`src/rtl/eaxfer_check.sv`:
```
module eaxfer_check #(
  parameter int LEN_W = 8
) (
  input  logic             clk,
  input  logic             rst_n,
  input  logic             start,
  input  logic [2:0]       valid_ea,
  input  logic             to_cop,
  input  logic [LEN_W-1:0] op_len,
  input  logic [2:0]       ea_mode,
  input  logic [2:0]       ea_reg,
  output logic             busy,
  output logic             verdict_vld,
  output logic [1:0]       verdict,
  output logic [LEN_W-1:0] scan_inc,
  output logic             xfer_vld,
  output logic [2:0]       xfer_size,
  output logic             xfer_done
);

  localparam logic [1:0] V_OK = 2'b00, V_ABORT = 2'b01, V_PV = 2'b10;

  logic m7;
  logic is_dn, is_an, is_full, is_step, is_pcr, is_imm;
  assign m7      = ea_mode == 3'd7;
  assign is_dn   = ea_mode == 3'd0;
  assign is_an   = ea_mode == 3'd1;
  assign is_full = ea_mode == 3'd2 || ea_mode == 3'd5 || ea_mode == 3'd6 || (m7 && ea_reg <= 3'd1);
  assign is_step = ea_mode == 3'd3 || ea_mode == 3'd4;
  assign is_pcr  = m7 && (ea_reg == 3'd2 || ea_reg == 3'd3);
  assign is_imm  = m7 && ea_reg == 3'd4;

  logic k_data, k_mem, k_ctl, k_alt, k_any;
  assign k_data = is_dn | is_full | is_step | is_pcr | is_imm;
  assign k_mem  = is_full | is_step | is_pcr | is_imm;
  assign k_ctl  = is_full | is_pcr;
  assign k_alt  = is_dn | is_an | is_full | is_step;
  assign k_any  = k_alt | k_data;

  logic cat_ok;
  always_comb begin
    case (valid_ea)
      3'b000:  cat_ok = k_ctl & k_alt;
      3'b001:  cat_ok = k_data & k_alt;
      3'b010:  cat_ok = k_mem & k_alt;
      3'b011:  cat_ok = k_alt;
      3'b100:  cat_ok = k_ctl;
      3'b101:  cat_ok = k_data;
      3'b110:  cat_ok = k_mem;
      default: cat_ok = k_any;
    endcase
  end

  logic len_ok;
  always_comb begin
    if (is_dn || is_an)
      len_ok = op_len == LEN_W'(1) || op_len == LEN_W'(2) || op_len == LEN_W'(4);
    else if (is_imm)
      len_ok = (op_len == LEN_W'(1) || !op_len[0]) && to_cop;
    else
      len_ok = 1'b1;
  end

  logic [1:0] verdict_n;
  always_comb begin
    if (!cat_ok)                verdict_n = V_ABORT;
    else if (!to_cop && !k_alt) verdict_n = V_PV;
    else if (!len_ok)           verdict_n = V_PV;
    else                        verdict_n = V_OK;
  end

  logic [LEN_W-1:0] ext_words;
  always_comb begin
    ext_words = '0;
    if (ea_mode == 3'd5 || ea_mode == 3'd6) ext_words = LEN_W'(1);
    else if (m7) begin
      case (ea_reg)
        3'd0, 3'd2, 3'd3: ext_words = LEN_W'(1);
        3'd1:             ext_words = LEN_W'(2);
        3'd4:             ext_words = (op_len <= LEN_W'(2)) ? LEN_W'(1) : (op_len >> 1);
        default:          ext_words = '0;
      endcase
    end
  end

  logic             go;
  logic [LEN_W-1:0] rem;
  logic [2:0]       chunk;
  logic             accept;

  assign accept = start && !go;
  assign busy   = go;
  assign chunk  = (rem >= LEN_W'(4)) ? 3'd4 : (rem >= LEN_W'(2)) ? 3'd2 : (rem != '0) ? 3'd1 : 3'd0;

  always_ff @(posedge clk) begin
    if (!rst_n) begin
      go          <= 1'b0;
      rem         <= '0;
      verdict_vld <= 1'b0;
      verdict     <= V_OK;
      scan_inc    <= '0;
      xfer_vld    <= 1'b0;
      xfer_size   <= 3'd0;
      xfer_done   <= 1'b0;
    end else begin
      verdict_vld <= accept;
      xfer_vld    <= 1'b0;
      xfer_done   <= 1'b0;
      if (accept) begin
        verdict  <= verdict_n;
        scan_inc <= ext_words << 1;
        rem      <= op_len;
        go       <= verdict_n == V_OK;
      end else if (go) begin
        xfer_vld  <= chunk != 3'd0;
        xfer_size <= chunk;
        xfer_done <= rem == LEN_W'(chunk);
        rem       <= rem - LEN_W'(chunk);
        go        <= rem != LEN_W'(chunk);
      end
    end
  end

  a_r8_verdict_after_accept: assert property (@(posedge clk) disable iff (!rst_n)
    verdict_vld |-> $past(start && !busy));
  a_r10_no_xfer_after_reject: assert property (@(posedge clk) disable iff (!rst_n)
    (verdict_vld && verdict != V_OK) |=> (!xfer_vld && !xfer_done));
  a_r7_legal_size: assert property (@(posedge clk) disable iff (!rst_n)
    xfer_vld |-> (xfer_size == 3'd1 || xfer_size == 3'd2 || xfer_size == 3'd4));
  a_r7_two_then_one: assert property (@(posedge clk) disable iff (!rst_n)
    (xfer_vld && xfer_size == 3'd2 && !xfer_done) |=> (xfer_vld && xfer_size == 3'd1 && xfer_done));
  a_r8_done_frees: assert property (@(posedge clk) disable iff (!rst_n)
    xfer_done |-> !busy);
  a_r5_proceed_starts_busy: assert property (@(posedge clk) disable iff (!rst_n)
    (verdict_vld && verdict == V_OK) |-> busy);

endmodule

```
`config.mk`:
```
export PLATFORM = sky130hd
export DESIGN_NAME = eaxfer_check
export DESIGN_NICKNAME = d
export VERILOG_FILES = /design/src/rtl/eaxfer_check.sv
export SDC_FILE = /design/constraint.sdc
export NUM_CORES = 1
export LEC_CHECK = 0
export BUFFER_PORTS_ARGS = -buffer_cell sky130_fd_sc_hd__buf_2
export CORE_UTILIZATION = 51
export CTS_CLUSTER_DIAMETER = 100
export DETAILED_ROUTE_END_ITERATION = 10
export PLACE_DENSITY = 0.78
export SLEW_MARGIN = 20
export SYNTH_ARGS = -nofsm -noshare
export SYNTH_HDL_FRONTEND = slang
export SYNTH_SLANG_ARGS = --single-unit
export TNS_END_PERCENT = 20
```
`constraint.sdc`:
```
create_clock -name clk -period 3.6 [get_ports clk]
set_input_delay 0.72 -clock clk [delete_from_list [all_inputs] [get_ports clk]]
set_output_delay 0.72 -clock clk [all_outputs]
set_load 0.01 [all_outputs]
```
==> results of run 1 <==
-- cells in the final DEF (no fill, tap or decap), types with 5 or more instances in the layout --
cell and count:
buf_2 36, dfxtp_1 24, a21oi_1 15, nor2_1 12, nand2_1 10, inv_1 8
o21ai_0 7, nor3_1 6, nand3_1 6, a211oi_1 5
-- power by group --
part / internal (µW) / leakage [µW] / switching (µW)
clock: 113 / 0.0000279 / 83.3
combinational: 74.7 / 0.000429 / 102
sequential: 286 / 0.000196 / 24.8
total: 473 / 0.000654 / 210
-- worst min-delay path, stage by stage (launching register included) --
cell and delay [ns]:
dfxtp_1 0.33, nand2_1 0.05, a21oi_1 0.05
-- state kept, by name, summed over array words and instances (netlist names) --
register,cells
scan_inc,7
verdict,2
xfer_done,1
rem,8
busy,1
xfer_vld,1
verdict_vld,1
xfer_size,3
-- synth_stat cells, types with 2 or more instances --
| master | instances | share of area |
|---|---|---|
| a211oi_1 | 5 | 0.028 |
| a21oi_1 | 15 | 0.056 |
| a31oi_1 | 2 | 0.0094 |
| a32o_1 | 4 | 0.030 |
| and3_1 | 3 | 0.014 |
| clkbuf_1 | 9 | 0.025 |
| dfxtp_1 | 24 | 0.36 |
| ha_1 | 3 | 0.028 |
| inv_1 | 8 | 0.022 |
| mux2i_1 | 2 | 0.015 |
| nand2_1 | 10 | 0.028 |
| nand2b_1 | 4 | 0.019 |
| nand3_1 | 6 | 0.022 |
| nor2_1 | 12 | 0.034 |
| nor2b_1 | 3 | 0.014 |
| nor3_1 | 6 | 0.022 |
| o21ai_0 | 7 | 0.026 |
| o311ai_0 | 2 | 0.013 |
| or4_1 | 2 | 0.011 |
| xor2_1 | 2 | 0.013 |
-- layer usage --
metal | up-vias | wire length, µm
li1 | 644 | -
met4 | 0 | 23
met1 | 623 | 1400
met3 | 4 | 218
met2 | 48 | 1480
met5 | - | 0
-- cell type report --
cell class | count | area [µm²] | share of cell area
tap | 30 | 37.5 | 0.0240
sequential | 24 | 480 | 0.307
clock inverter | 1 | 30.0 | 0.0192
inverter | 8 | 30.0 | 0.0192
clock buffer | 3 | 22.5 | 0.0144
timing repair buffer | 36 | 180 | 0.115
multi-input combinational | 115 | 785 | 0.501
-- through the flow --
step | area [µm²] | total power [µW] | hold slack [ns]
finish | 1570 | 683 | 0.471
global placement | 1510 | 483 | 0.444
floorplan | 1340 | 439 | 0.461
CTS | 1570 | 685 | 0.470
detailed placement | 1510 | 488 | 0.447
global route | 1570 | 721 | 0.484
-- cell families after synthesis --
| kind of cell | count (synthesis) | share of synthesized area |
|---|---|---|
| AO/OA/AOI/OAI | 50 | 0.278 |
| XOR/XNOR | 3 | 0.0197 |
| adder cells (fa/ha/maj) | 4 | 0.0431 |
| buffers and inverters | 18 | 0.0534 |
| flip-flops | 24 | 0.360 |
| multiplexers | 2 | 0.0150 |
| other | 1 | 0.00281 |
| AND/OR/NAND/NOR | 55 | 0.228 |
-- final timing paths --
path              start         end  slack [ns]  cells past startpoint
max              rem[3]      rem[6]        0.72                     11
max reg2reg      rem[3]      rem[6]        0.72                     11
min reg2reg  verdict[0]  verdict[0]        0.47                      2
min          verdict[0]  verdict[0]        0.47                      2
==> impl_metrics.env, run 1 <==
export IMPL_run_status="complete, no violations"
export IMPL_fin_skew_ns=0.0140
export IMPL_finalMaxSlewViolations=0
export IMPL_setup_violations=0
export IMPL_clk_pin_slew_worst_paths_ns=0.14
export IMPL_routed_wl_um=3130
export IMPL_cp_arrival_ns=3.14
export IMPL_groute_layer_met1_usage=0.318
export IMPL_dp_hpwl_um=2310
export IMPL_antenna_found_initial=0
export IMPL_nets=213
export IMPL_fmax_mhz=347
export IMPL_fill_cells=243
export IMPL_critPathRequiredTime_ns=3.86
export IMPL_synth_cells=157
export IMPL_post_cts_setup_buffers=0
export IMPL_cp_common_cell="a21oi_1"
export IMPL_remaining_drc_errors=0
export IMPL_netlist_area_um2=1340
export IMPL_drive_gt1_frac=0.257
export IMPL_dpl_worst_slack_ns=0.795
export IMPL_die_x_um=53.2
export IMPL_overflow=0
export IMPL_worst_path_buf_inv=1
export IMPL_track_usage=0.256
export IMPL_root_buffer="clkbuf_4"
export IMPL_grt_pass1_wl_um=5290
export IMPL_clock_latency_ns=0.32
export IMPL_ir_drop_mv=0.309
export IMPL_critPathTopFamily="simple AND/OR/NAND/NOR gates"
export IMPL_port_buffers=36
export IMPL_hold_viol_final=0
export IMPL_viasPerCell=6.08
export IMPL_stdcell_count=217
export IMPL_core_um2=2480
export IMPL_cts_max_level=1
export IMPL_rsz0062_at_grt="no"
export IMPL_ys_types=48
export IMPL_drt_initial_drc_count=28
export IMPL_dp_cells=213
export IMPL_cts_sinks=24
export IMPL_crit_slowest_cell="or3_1"
export IMPL_pin_count=38
export IMPL_via_count=1319
export IMPL_synth_edf_count=0
export IMPL_post_route_min_period_ns=2.88
export IMPL_post_route_util=0.632
export IMPL_relSlewSlack=0.570
export IMPL_worstSetupStartpointType="flip-flop"
export IMPL_ant_nets=0
export IMPL_busiest_layer="met2"
export IMPL_avgSynthCellArea_um2=8.51
export IMPL_hold_buffers=0
export IMPL_worstMarginPinSlew_ns=0.645
export IMPL_initial_core_util=0.539
export IMPL_end_kind="flip-flop"
export IMPL_cts_tree="built"
export IMPL_first_pass_iters=4
export IMPL_fp_dieH_um=53.2
export IMPL_pwr_density_cell_nw_per_um2=436
export IMPL_fin_ws_ns=0.721
export IMPL_syn_num_nets=182
export IMPL_grt_use_met2=0.441
export IMPL_cap_viol_max_count=0
export IMPL_min_path_type="reg2reg"
export IMPL_gr_usage_met3=0.0575
export IMPL_rows=18
export IMPL_dieArea_um2=2830
export IMPL_avgRoutedWirePerCell_um=14.4
export IMPL_post_cts_resized=0
export IMPL_ys_seq_elements=24
export IMPL_ys_flop_type="dfxtp_1"
export IMPL_tns_ns=0
export IMPL_grt_pass1_vias=1222
export IMPL_period_share=0.800
export IMPL_critPathMaxFanout=7
export IMPL_ys_warn_count=0
export IMPL_async_flop_share=0
export IMPL_path_cells="or3_1, nor4_4, and3_1, ha_1, inv_1, fa_1, a21oi_1, nand2_1, nor3_1, a21oi_1, a21oi_1"
export IMPL_p_leak_uw=0.000654
export IMPL_cpPeakStageDelay_ns=0.51
export IMPL_cts_buffers_inserted=3
export IMPL_grt_max_degree=22
export IMPL_seq_area_frac_synth=0.360
export IMPL_path_class="reg2reg"
export IMPL_antennaDiodeCount=0
export IMPL_gp_congestion=0.925
export IMPL_area_growth_pct=17.1
export IMPL_clockBufferDepth=2
No activity file was read; power rests on OpenSTA's default activity.
==> inputs of run 2 (changes only) <==
- clock period: 3.6 -> 2.65 ns (I/O delays scaled with it)
==> impl_metrics.env, run 2 (same netlist as run 1, synthesis figures left out) <==
export IMPL_clk_pin_slew_worst_paths_ns=0.12
export IMPL_intPower_uw=581
export IMPL_port_buffers=36
export IMPL_drt_initial_drc_count=16
export IMPL_wl_met2_um=1630
export IMPL_grt_max_degree=15
export IMPL_die_x_um=53.2
export IMPL_worstSetupStartpointType="flip-flop"
export IMPL_reg_largest_list="rem x8, scan_inc x7, xfer_size x3"
export IMPL_layout_commonest_cell="buf_2"
export IMPL_grt_pass1_vias=1201
export IMPL_routed_top_layer="met4"
export IMPL_rows=18
export IMPL_multi_input_area_um2=841
export IMPL_max_flop_register="rem"
export IMPL_post_route_min_period_ns=2.61
export IMPL_ir_drop_mv=0.341
export IMPL_gp_congestion=0.917
export IMPL_dp_hpwl_um=2430
export IMPL_fin_skew_ns=0.00443
export IMPL_path_class="reg2reg"
export IMPL_cts_tree="built"
export IMPL_fill_cells=224
export IMPL_cts_max_level=1
export IMPL_hold_viol_final=0
export IMPL_final_cell_mix="36 x buf_2, 21 x dfxtp_1, 14 x a21oi_1"
export IMPL_worstMarginPinSlew_ns=0.579
export IMPL_relSlewSlack=0.614
export IMPL_finalMaxSlewViolations=0
export IMPL_p_clk_frac=0.183
export IMPL_final_seq_area_um2=487
export IMPL_setup_violations=0
export IMPL_post_route_util=0.663
export IMPL_wl_met3_um=130
export IMPL_core_um2=2480
export IMPL_area_growth_pct=22.9
export IMPL_track_usage=0.260
export IMPL_pwr_density_cell_nw_per_um2=534
export IMPL_pin_count=38
export IMPL_largest_register_ff_count=8
export IMPL_seq_power_share=0.480
export IMPL_period_share=0.985
export IMPL_avgRoutedWirePerCell_um=14.5
export IMPL_initial_core_util=0.539
export IMPL_cts_buffers_inserted=3
export IMPL_first_pass_iters=4
export IMPL_overflow=0
export IMPL_switchingPower_uw=296
export IMPL_end_kind="flip-flop"
export IMPL_comb_power_share=0.337
export IMPL_critPathRequiredTime_ns=2.85
export IMPL_nets=219
export IMPL_antennaDiodeCount=0
export IMPL_hold_buffers=0
export IMPL_p_leak_uw=0.000674
export IMPL_viasPerCell=5.96
export IMPL_clockBufferDepth=2
export IMPL_rsz0062_at_grt="yes"
export IMPL_min_path_type="in2reg"
export IMPL_cts_sinks=24
export IMPL_drive_gt1_frac=0.349
export IMPL_root_buffer="clkbuf_4"
export IMPL_grt_pass1_wl_um=5330
export IMPL_antenna_found_initial=0
export IMPL_dieArea_um2=2830
export IMPL_fmax_mhz=383
export IMPL_ant_nets=0
export IMPL_fp_dieH_um=53.2
export IMPL_run_status="complete, no violations"
export IMPL_routed_wl_um=3220
export IMPL_netSwitchingFraction=0.338
export IMPL_cap_viol_max_count=0
export IMPL_critPathMaxFanout=4
export IMPL_tns_ns=0
export IMPL_wl_met1_um=1420
export IMPL_clock_latency_ns=0.32
export IMPL_via_count=1324
export IMPL_cp_arrival_ns=2.81
export IMPL_remaining_drc_errors=0
==> run 2: changes by cell type in the layout (fill, tap and decap cells not counted), sizes merged <==
cell	change
buf	+6
bufinv	-1
==> run 2: worst paths after layout <==
path	from	to	slack, ns	cells past startpoint
setup / recovery	rem[4]	rem[6]	0.04	10
hold / removal	op_len[7]	scan_inc[7]	0.46	2
setup reg to reg	rem[4]	rem[6]	0.04	10
hold reg to reg	verdict[1]	verdict[1]	0.48	2
==> run 2: per-stage QoR <==
stage	cells	power [µW]	cell area, µm²	hold slack, ns	setup slack [ns]
final	222	877	1640	0.456	0.0402
after global routing	222	926	1640	0.468	-0.107
after CTS	220	844	1570	0.447	0.0266
after detailed placement	217	687	1540	0.460	0.0682
after global placement	217	678	1540	0.441	0.125
after floorplan	157	597	1340	0.461	0.0787
==> run 2: cell type report <==
cell class              count  area share
clock buffers               3      0.0137
inverters                   8      0.0183
multi-input cells         115       0.512
flip-flops and latches     24       0.296
well taps                  30      0.0228
repair buffers             42       0.137
==> run 2: power by group through the flow <==
stage	clock [µW]	combinational, µW	sequential [µW]
after floorplan	0	175	421
after global placement	0	256	422
after detailed placement	0	263	424
after CTS	163	265	416
after global routing	172	329	426
final	161	295	421
==> run 2: worst max-delay path, stage by stage (launching register included) <==
cell and delay [ns]:
dfxtp_2 0.36, or3_4 0.38, nor4_4 0.36, and3_4 0.26
ha_4 0.13, inv_2 0.04, fa_2 0.37, a21oi_2 0.19
nand2_2 0.10, o211ai_1 0.22, a21oi_1 0.09
==> run 2: timing repair <==
item / 4_1_cts / 5_1_grt
setup buffers: 0 / 2
endpoints found under the setup margin: 0 / 4
gates resized for setup: 0 / 17
==> run 2: routing by layer <==
metal / track usage / up-vias
li1: - / 648
met1: 0.314 / 633
met2: 0.464 / 38
met3: 0.0345 / 5
met4: 0.0921 / 0
met5: 0 / -
